$ cat src/rtl/a429_tx_pkg.sv
package a429_tx_pkg;

   typedef enum logic [1:0] {
      TX_IDLE = 2'd0,
      TX_BIT  = 2'd1,
      TX_GAP  = 2'd2
   } tx_state_e;

   // parity bit for the top position, computed over the lower bits
   function automatic logic parity_bit(input logic [30:0] payload, input logic force_even);
      logic x;
      x = ^payload;
      return force_even ? x : ~x;
   endfunction

endpackage

$ cat src/rtl/a429_tx_fifo.sv
module a429_tx_fifo #(
   parameter int W     = 32,
   parameter int DEPTH = 32
) (
   input  logic         clk,
   input  logic         rst_n,
   input  logic         wr_en,
   input  logic [W-1:0] wr_data,
   input  logic         rd_pop,
   output logic [W-1:0] rd_data,
   output logic         empty,
   output logic         full,
   output logic         ovf
);
   localparam int AW = $clog2(DEPTH);
   localparam int CW = AW + 1;
   localparam logic [CW-1:0] FULL_CNT = CW'(DEPTH);

   logic [W-1:0]  mem [DEPTH];
   logic [AW-1:0] wptr, rptr;
   logic [CW-1:0] count;
   logic          accept;

   assign full    = (count == FULL_CNT);
   assign empty   = (count == '0);
   assign accept  = wr_en && !full;
   assign rd_data = mem[rptr];

   always_ff @(posedge clk) begin
      if (accept) mem[wptr] <= wr_data;
   end

   always_ff @(posedge clk) begin
      if (!rst_n) begin
         wptr  <= '0;
         rptr  <= '0;
         count <= '0;
         ovf   <= 1'b0;
      end else begin
         if (accept) wptr <= wptr + 1'b1;
         if (rd_pop) rptr <= rptr + 1'b1;
         case ({accept, rd_pop})
            2'b10:   count <= count + 1'b1;
            2'b01:   count <= count - 1'b1;
            default: count <= count;
         endcase
         if (wr_en && full) ovf <= 1'b1;
      end
   end

   p_pop_has_data_r1: assert property (@(posedge clk) disable iff (!rst_n)
      rd_pop |-> !empty);
   p_write_fills_r9: assert property (@(posedge clk) disable iff (!rst_n)
      (wr_en && !full) |=> !empty);
   p_no_overflow_r10: assert property (@(posedge clk) disable iff (!rst_n)
      (wr_en && full && !rd_pop) |=> (count == $past(count)));
   p_ovf_sticky_r10: assert property (@(posedge clk) disable iff (!rst_n)
      ovf |=> ovf);
endmodule

$ cat src/rtl/a429_tx_cell_timer.sv
module a429_tx_cell_timer #(
   parameter int HS_DIV = 10,
   parameter int LS_DIV = 80
) (
   input  logic clk,
   input  logic rst_n,
   input  logic rate_en,
   input  logic low_speed,
   input  logic restart,
   output logic first_half,
   output logic cell_end
);
   localparam int MAXDIV = (LS_DIV > HS_DIV) ? LS_DIV : HS_DIV;
   localparam int CNT_W  = $clog2(MAXDIV);

   logic [CNT_W-1:0] cnt, last_cnt, half_cnt;

   assign last_cnt   = low_speed ? CNT_W'(LS_DIV - 1) : CNT_W'(HS_DIV - 1);
   assign half_cnt   = low_speed ? CNT_W'(LS_DIV / 2) : CNT_W'(HS_DIV / 2);
   assign cell_end   = rate_en && (cnt >= last_cnt);
   assign first_half = (cnt < half_cnt);

   always_ff @(posedge clk) begin
      if (!rst_n || restart || cell_end) cnt <= '0;
      else if (rate_en)                   cnt <= cnt + 1'b1;
   end

   p_cnt_range_r6: assert property (@(posedge clk) disable iff (!rst_n)
      cnt < CNT_W'(MAXDIV));
endmodule

$ cat src/rtl/a429_tx_engine.sv
module a429_tx_engine
   import a429_tx_pkg::*;
#(
   parameter int W        = 32,
   parameter int GAP_BITS = 4
) (
   input  logic         clk,
   input  logic         rst_n,
   input  logic         hold_tx,
   input  logic         even_par,
   input  logic         q_empty,
   input  logic [W-1:0] q_data,
   input  logic         first_half,
   input  logic         cell_end,
   output logic         q_pop,
   output logic         restart,
   output logic         line_one,
   output logic         line_zero
);
   localparam int BW = $clog2(W);
   localparam int GW = $clog2(GAP_BITS + 1);
   localparam logic [BW-1:0] LAST_BIT = BW'(W - 1);
   localparam logic [GW-1:0] LAST_GAP = GW'(GAP_BITS - 1);

   tx_state_e     st;
   logic [W-1:0]  sh;
   logic [BW-1:0] bit_cnt;
   logic [GW-1:0] gap_cnt;
   logic          par_q, can_start, load, cur_bit;

   assign can_start = !hold_tx && !q_empty;
   assign load      = can_start &&
                      ((st == TX_IDLE) || (st == TX_GAP && cell_end && gap_cnt == LAST_GAP));
   assign q_pop     = load;
   assign restart   = load;
   assign cur_bit   = (bit_cnt == LAST_BIT) ? par_q : sh[0];

   always_ff @(posedge clk) begin
      if (!rst_n) begin
         st      <= TX_IDLE;
         sh      <= '0;
         bit_cnt <= '0;
         gap_cnt <= '0;
         par_q   <= 1'b0;
      end else if (load) begin
         st      <= TX_BIT;
         sh      <= q_data;
         par_q   <= parity_bit(q_data[W-2:0], even_par);
         bit_cnt <= '0;
      end else begin
         case (st)
            TX_BIT: if (cell_end) begin
               if (bit_cnt == LAST_BIT) begin
                  st      <= TX_GAP;
                  gap_cnt <= '0;
               end else begin
                  sh      <= sh >> 1;
                  bit_cnt <= bit_cnt + 1'b1;
               end
            end
            TX_GAP: if (cell_end) begin
               if (gap_cnt == LAST_GAP) st <= TX_IDLE;
               else                     gap_cnt <= gap_cnt + 1'b1;
            end
            default: st <= TX_IDLE;
         endcase
      end
   end

   always_ff @(posedge clk) begin
      if (!rst_n) begin
         line_one  <= 1'b0;
         line_zero <= 1'b0;
      end else begin
         line_one  <= (st == TX_BIT) && first_half &&  cur_bit;
         line_zero <= (st == TX_BIT) && first_half && !cur_bit;
      end
   end

   p_hold_blocks_start_r8: assert property (@(posedge clk) disable iff (!rst_n)
      (hold_tx && st == TX_IDLE) |=> (st == TX_IDLE));
   p_gap_follows_last_r7: assert property (@(posedge clk) disable iff (!rst_n)
      (st == TX_BIT && cell_end && bit_cnt == LAST_BIT && !load) |=> (st == TX_GAP));
endmodule

$ cat src/rtl/a429_word_tx.sv
module a429_word_tx #(
   parameter int W        = 32,
   parameter int DEPTH    = 32,
   parameter int HS_DIV   = 10,
   parameter int LS_DIV   = 80,
   parameter int GAP_BITS = 4
) (
   input  logic         clk,
   input  logic         rst_n,
   input  logic         rate_en,
   input  logic         low_speed,
   input  logic         hold_tx,
   input  logic         even_par,
   input  logic         wr_en,
   input  logic [W-1:0] wr_data,
   output logic         line_one,
   output logic         line_zero,
   output logic         fifo_empty,
   output logic         wr_overflow
);
   generate
      if (W != 32) begin : g_bad_width
         $error("word width must be 32");
      end
      if (DEPTH < 2 || (DEPTH & (DEPTH - 1)) != 0) begin : g_bad_depth
         $error("DEPTH must be a power of two, at least 2");
      end
      if (HS_DIV < 2 || LS_DIV < 2 || (HS_DIV % 2) != 0 || (LS_DIV % 2) != 0) begin : g_bad_div
         $error("rate dividers must be even and at least 2");
      end
      if (GAP_BITS < 1) begin : g_bad_gap
         $error("GAP_BITS must be at least 1");
      end
   endgenerate

   logic [W-1:0] q_data;
   logic         q_pop, q_full, restart, first_half, cell_end;

   a429_tx_fifo #(.W(W), .DEPTH(DEPTH)) i_fifo (
      .clk(clk), .rst_n(rst_n), .wr_en(wr_en), .wr_data(wr_data),
      .rd_pop(q_pop), .rd_data(q_data), .empty(fifo_empty),
      .full(q_full), .ovf(wr_overflow)
   );

   a429_tx_cell_timer #(.HS_DIV(HS_DIV), .LS_DIV(LS_DIV)) i_timer (
      .clk(clk), .rst_n(rst_n), .rate_en(rate_en), .low_speed(low_speed),
      .restart(restart), .first_half(first_half), .cell_end(cell_end)
   );

   a429_tx_engine #(.W(W), .GAP_BITS(GAP_BITS)) i_engine (
      .clk(clk), .rst_n(rst_n), .hold_tx(hold_tx), .even_par(even_par),
      .q_empty(fifo_empty), .q_data(q_data), .first_half(first_half),
      .cell_end(cell_end), .q_pop(q_pop), .restart(restart),
      .line_one(line_one), .line_zero(line_zero)
   );

   p_lines_exclusive_r4: assert property (@(posedge clk) disable iff (!rst_n)
      !(line_one && line_zero));
   p_full_not_empty_r10: assert property (@(posedge clk) disable iff (!rst_n)
      q_full |-> !fifo_empty);
endmodule

$ cat config.mk
export PLATFORM = sky130hd
export DESIGN_NAME = a429_word_tx
export DESIGN_NICKNAME = d
export VERILOG_FILES = /design/src/rtl/a429_tx_pkg.sv /design/src/rtl/a429_tx_fifo.sv /design/src/rtl/a429_tx_cell_timer.sv /design/src/rtl/a429_tx_engine.sv /design/src/rtl/a429_word_tx.sv
export SDC_FILE = /design/constraint.sdc
export NUM_CORES = 1
export LEC_CHECK = 0
export ABC_AREA = 1
export BUFFER_PORTS_ARGS = -buffer_cell sky130_fd_sc_hd__buf_4
export CORE_UTILIZATION = 55
export DETAILED_ROUTE_END_ITERATION = 10
export PLACE_DENSITY = 0.71
export SLEW_MARGIN = 0
export SYNTH_ARGS = -nofsm -noshare
export SYNTH_HDL_FRONTEND = slang
export SYNTH_SLANG_ARGS = --single-unit
$ cat constraint.sdc
create_clock -name clk -period 4.7 [get_ports clk]
set_input_delay 0.94 -clock clk [delete_from_list [all_inputs] [get_ports clk]]
set_output_delay 0.94 -clock clk [all_outputs]
set_load 0.03 [all_outputs]
==> metrics.txt <==
Die Height=approximately 290 µm; Most Crowded Layer GR=met2; footprint of the multi-input gates=~12000 µm²; final worst slack=around 1.1 ns; status=finished, final reports clean; Final Setup Violations=0; share of cells above drive strength 1=under 10%; Hold Crit Start=i_fifo.rptr[4]; Seq. cell area=approximately 32000 µm²; TritonCTS clock tree=yes; initial antenna violation count=2; total track usage=28.27%; FP Rows=roughly 110; CTS HTree Levels=3; Slew @ Worst Pin=~1.0 ns; Syn-to-layout area delta=11.07%; r2r endpoint=i_fifo.count[5]; DP Worst Slack=0.4433 ns; post-route DRC violation count=0; post-synthesis mux area share=less than 1%; P per Cell Area=540.4 nW/µm²; detailed router's first-iteration violation count=~4100; post-CTS sizing=0; most common cell after layout, fill and taps aside=nand2_1; Critical Path, Cell by Cell=buf_4 -> inv_1 -> ha_1 -> nand3_1 -> a21oi_1 -> nor3_1 -> nor2_1 -> o21ai_1 -> o21ai_0 -> nand4_1 -> inv_2 -> buf_4 -> ha_1 -> nand2_1 -> o21ai_0 -> nand2_1 -> nand2_1 -> nand2_1 -> nor2_1 -> a31o_2 -> nand3_1 -> o21ai_0 -> a21oi_1; die area=roughly 85000 µm²; Post-Syn Nets=4204; Post-CTS Hold Buffers=0; Hold Path Depth=1; fin cells=5314; max cap viols=0; Clock transition at path regs=around 0.06 ns; I/O pin total=between 40 and 50; first-pass GRT wire length=roughly 180000 µm; GRT met3 Usage=under 10%; Port Buffer Count=42; FILL cells=around 6000; Worst R2R Setup Slack=about 1.2 ns; minimum clock period=3.619 ns; GRT met2 Usage=45.68%; hold slack=0.4390 ns; Hold Vio Cnt, Final=0; CTS sink count=about 1100; Syn. warnings=0; Arrival @ worst endpoint=about 4.2 ns; CP Buf/Inv Count=4; vias in the first global route=between 20000 and 30000; commonest cells after routing, fill and taps aside=nand2_1 (1665), edfxtp_1 (1024), nand3_1 (806); WS Path Type=in2reg; Worst path max stage delay=0.42 ns; placed insts=between 5000 and 6000; Distinct cells, synth=39; XOR/XNOR Fraction of Synth Area=0.2452%; crit end category=flop; post-synthesis simple-gate area fraction=a little under a quarter; crit path max-delay cell type=buf_4; via count=just over 30000; drt total wl=119900 µm; worst-path maximum fanout=42; main combinational cell family by area after synthesis=simple AND/OR/NAND/NOR gates; Setup TNS=0 ns; Synth Area in Compound Gates=approximately 1.5%; post-synth top area cell=edfxtp_1; post-CTS setup repair buffer count=0; unrepaired setup endpoints after global routing=no; power share of the clock group=about a third; FMAX=roughly 0.28 GHz; reg-to-reg critical path startpoint=i_timer.cnt[2]; Post-Syn Instances=4146; most used cell, CP=nand2_1; syn avg cell area=11.08 µm²; Logic pwr share=a little over a quarter; Reg2Reg Depth=21; CP delay by family, top=simple AND/OR/NAND/NOR gates; Core Area=82370 µm²; Clock Latency Late Sink=just under 0.7 ns; sequential area share after synthesis=a little over two thirds; CP required=approximately 5.3 ns; grt met1 use=39.65%; RD Place Congestion=0.8377; synth top area cells=edfxtp_1 (67%), nand2_1 (14%), nand3_1 (8.8%); Seq pwr share=approximately 40%; final worst-path cycle share=approximately 77%; Root Driver=clkbuf_16; CTS max path bufs=3; Post-Route Skew=0.02843 ns; final net count=~4200; CTS Buf Count=~110; adder-cell share of the synthesized area=less than 1%; Initial Util=a little under three fifths; Pint=around 18000 µW; first drt pass iteration count=6; largest net degree at the start of global routing=195; synthesized cell area=approximately 46000 µm²; GRT overflow=0; Sw Ratio=33.10%; hpwl dp=roughly 62000 µm; ANT nets after route=0; top-area cell type share of the netlist area=between 60% and 70%; VDD IR max=approximately 470 µV; Leak=between 0.015 and 0.02 µW; startpoint types=input pin; utilization after layout=between 60% and 70%; vias per inst=just under 6; Sw Pwr=9123 µW; min-delay worst type=reg2reg; chip width=between 200 and 300 µm; Max transition margin=32.21%; final count of pins violating max slew=0; #FFs+latches synth=1098; wire per inst=approximately 23 µm
synthesized netlist by cell type:
library cell  count
or2_2             2
xnor2_1           5
xnor2_2           1
nor3_2            1
and3_1            1
nand2_2           9
nor3_1            7
nand4_1           2
dfxtp_1          74
nand2_1        1665
a21oi_1          38
inv_1            83
buf_2           143
xor2_1            6
nand3_1         806
clkbuf_1         16
a2111oi_0         1
o21ai_0          31
a31o_2            1
buf_6            54
o31ai_1           1
nor2_1           66
o211ai_1          3
buf_8             2
o211a_1           1
ha_1             19
buf_1            16
nor4_1            1
a32o_1            4
edfxtp_1       1024
a22oi_1          33
o21ai_1           1
a31oi_1           2
nor3b_1           4
inv_2            15
inv_6             1
mux2i_1           1
buf_4             4
buf_12            2
cell families (layout without fill, tap and decap cells):
kind of cell / Yosys count / in the layout
and+or+nand+nor: 2564 / 2564
adders and majority gates: 19 / 19
muxes: 1 / 1
buffers and inverters: 336 / 433
DFF: 1098 / 1098
xor gates and xnor gates: 12 / 12
AOI/OAI and AO/OA: 116 / 116
other: 0 / 1
worst register-to-register path, cell delays in order, from the launching register on:
cell and delay (ns):
dfxtp_1 0.35, ha_1 0.33, nand3_1 0.08, a21oi_1 0.15
nor3_1 0.06, nor2_1 0.09, o21ai_1 0.08, o21ai_0 0.14
nand4_1 0.25, inv_2 0.13, buf_4 0.42, ha_1 0.35
nand2_1 0.10, o21ai_0 0.09, nand2_1 0.08, nand2_1 0.10
nand2_1 0.08, nor2_1 0.13, a31o_2 0.13, nand3_1 0.07
o21ai_0 0.15, a21oi_1 0.05
registers in the layout (all words and copies together) (netlist names), named ones only:
name and flops:
i_fifo.mem 1024, i_fifo.wptr 5, i_fifo.rptr 5, i_fifo.count 6, i_engine.sh 32, i_fifo.ovf 1, i_engine.line_zero 1, i_engine.st 2
i_engine.par_q 1, i_timer.cnt 7, i_engine.bit_cnt 5, i_engine.gap_cnt 3, i_engine.line_one 1
how the worst max path moves through the flow:
stage / depth (start not counted) / start / endpoint
5_1_grt: 23 / low_speed / i_fifo.count[5]
6_report: 23 / low_speed / i_fifo.count[5]
3_3_place_gp: 23 / low_speed / i_fifo.count[5]
4_1_cts: 23 / low_speed / i_fifo.count[5]
3_5_place_dp: 23 / low_speed / i_fifo.count[5]
2_1_floorplan: 22 / low_speed / i_fifo.count[4]
area by class of cell:
class                      instances  area share (%)
sequential                      1098           63.23
multi-input combinational       2712           23.54
clock buffer                     141           5.829
tap                             1070           2.625
timing repair buffer             128           2.522
clock inverter                    65           1.465
inverter                          99          0.7850
antenna                            1        0.004906
layer usage:
layer | part of all wire [%] | wire length (µm)
met5 | 0.0075 | 9
met4 | 3.0 | 3621
met3 | 9.8 | 11790
met2 | 47 | 56250
met1 | 40 | 48280
stage by stage:
stage          total power, µW  area, µm²
2_1_floorplan            17040      45920
3_3_place_gp             18500      47280
3_5_place_dp             18650      47280
4_1_cts                  27570      51000
5_1_grt                  28860      51000
6_report                 27560      51000
power by group through the flow:
stage	registers, µW	logic [µW]	clock network, µW
floorplan	11200	5840	0
global placement	11300	7200	0
detailed placement	11300	7350	0
CTS	11100	7420	9050
global route	11100	8340	9400
finish	11100	7480	8980
No activity file was read; power rests on OpenSTA's default activity.
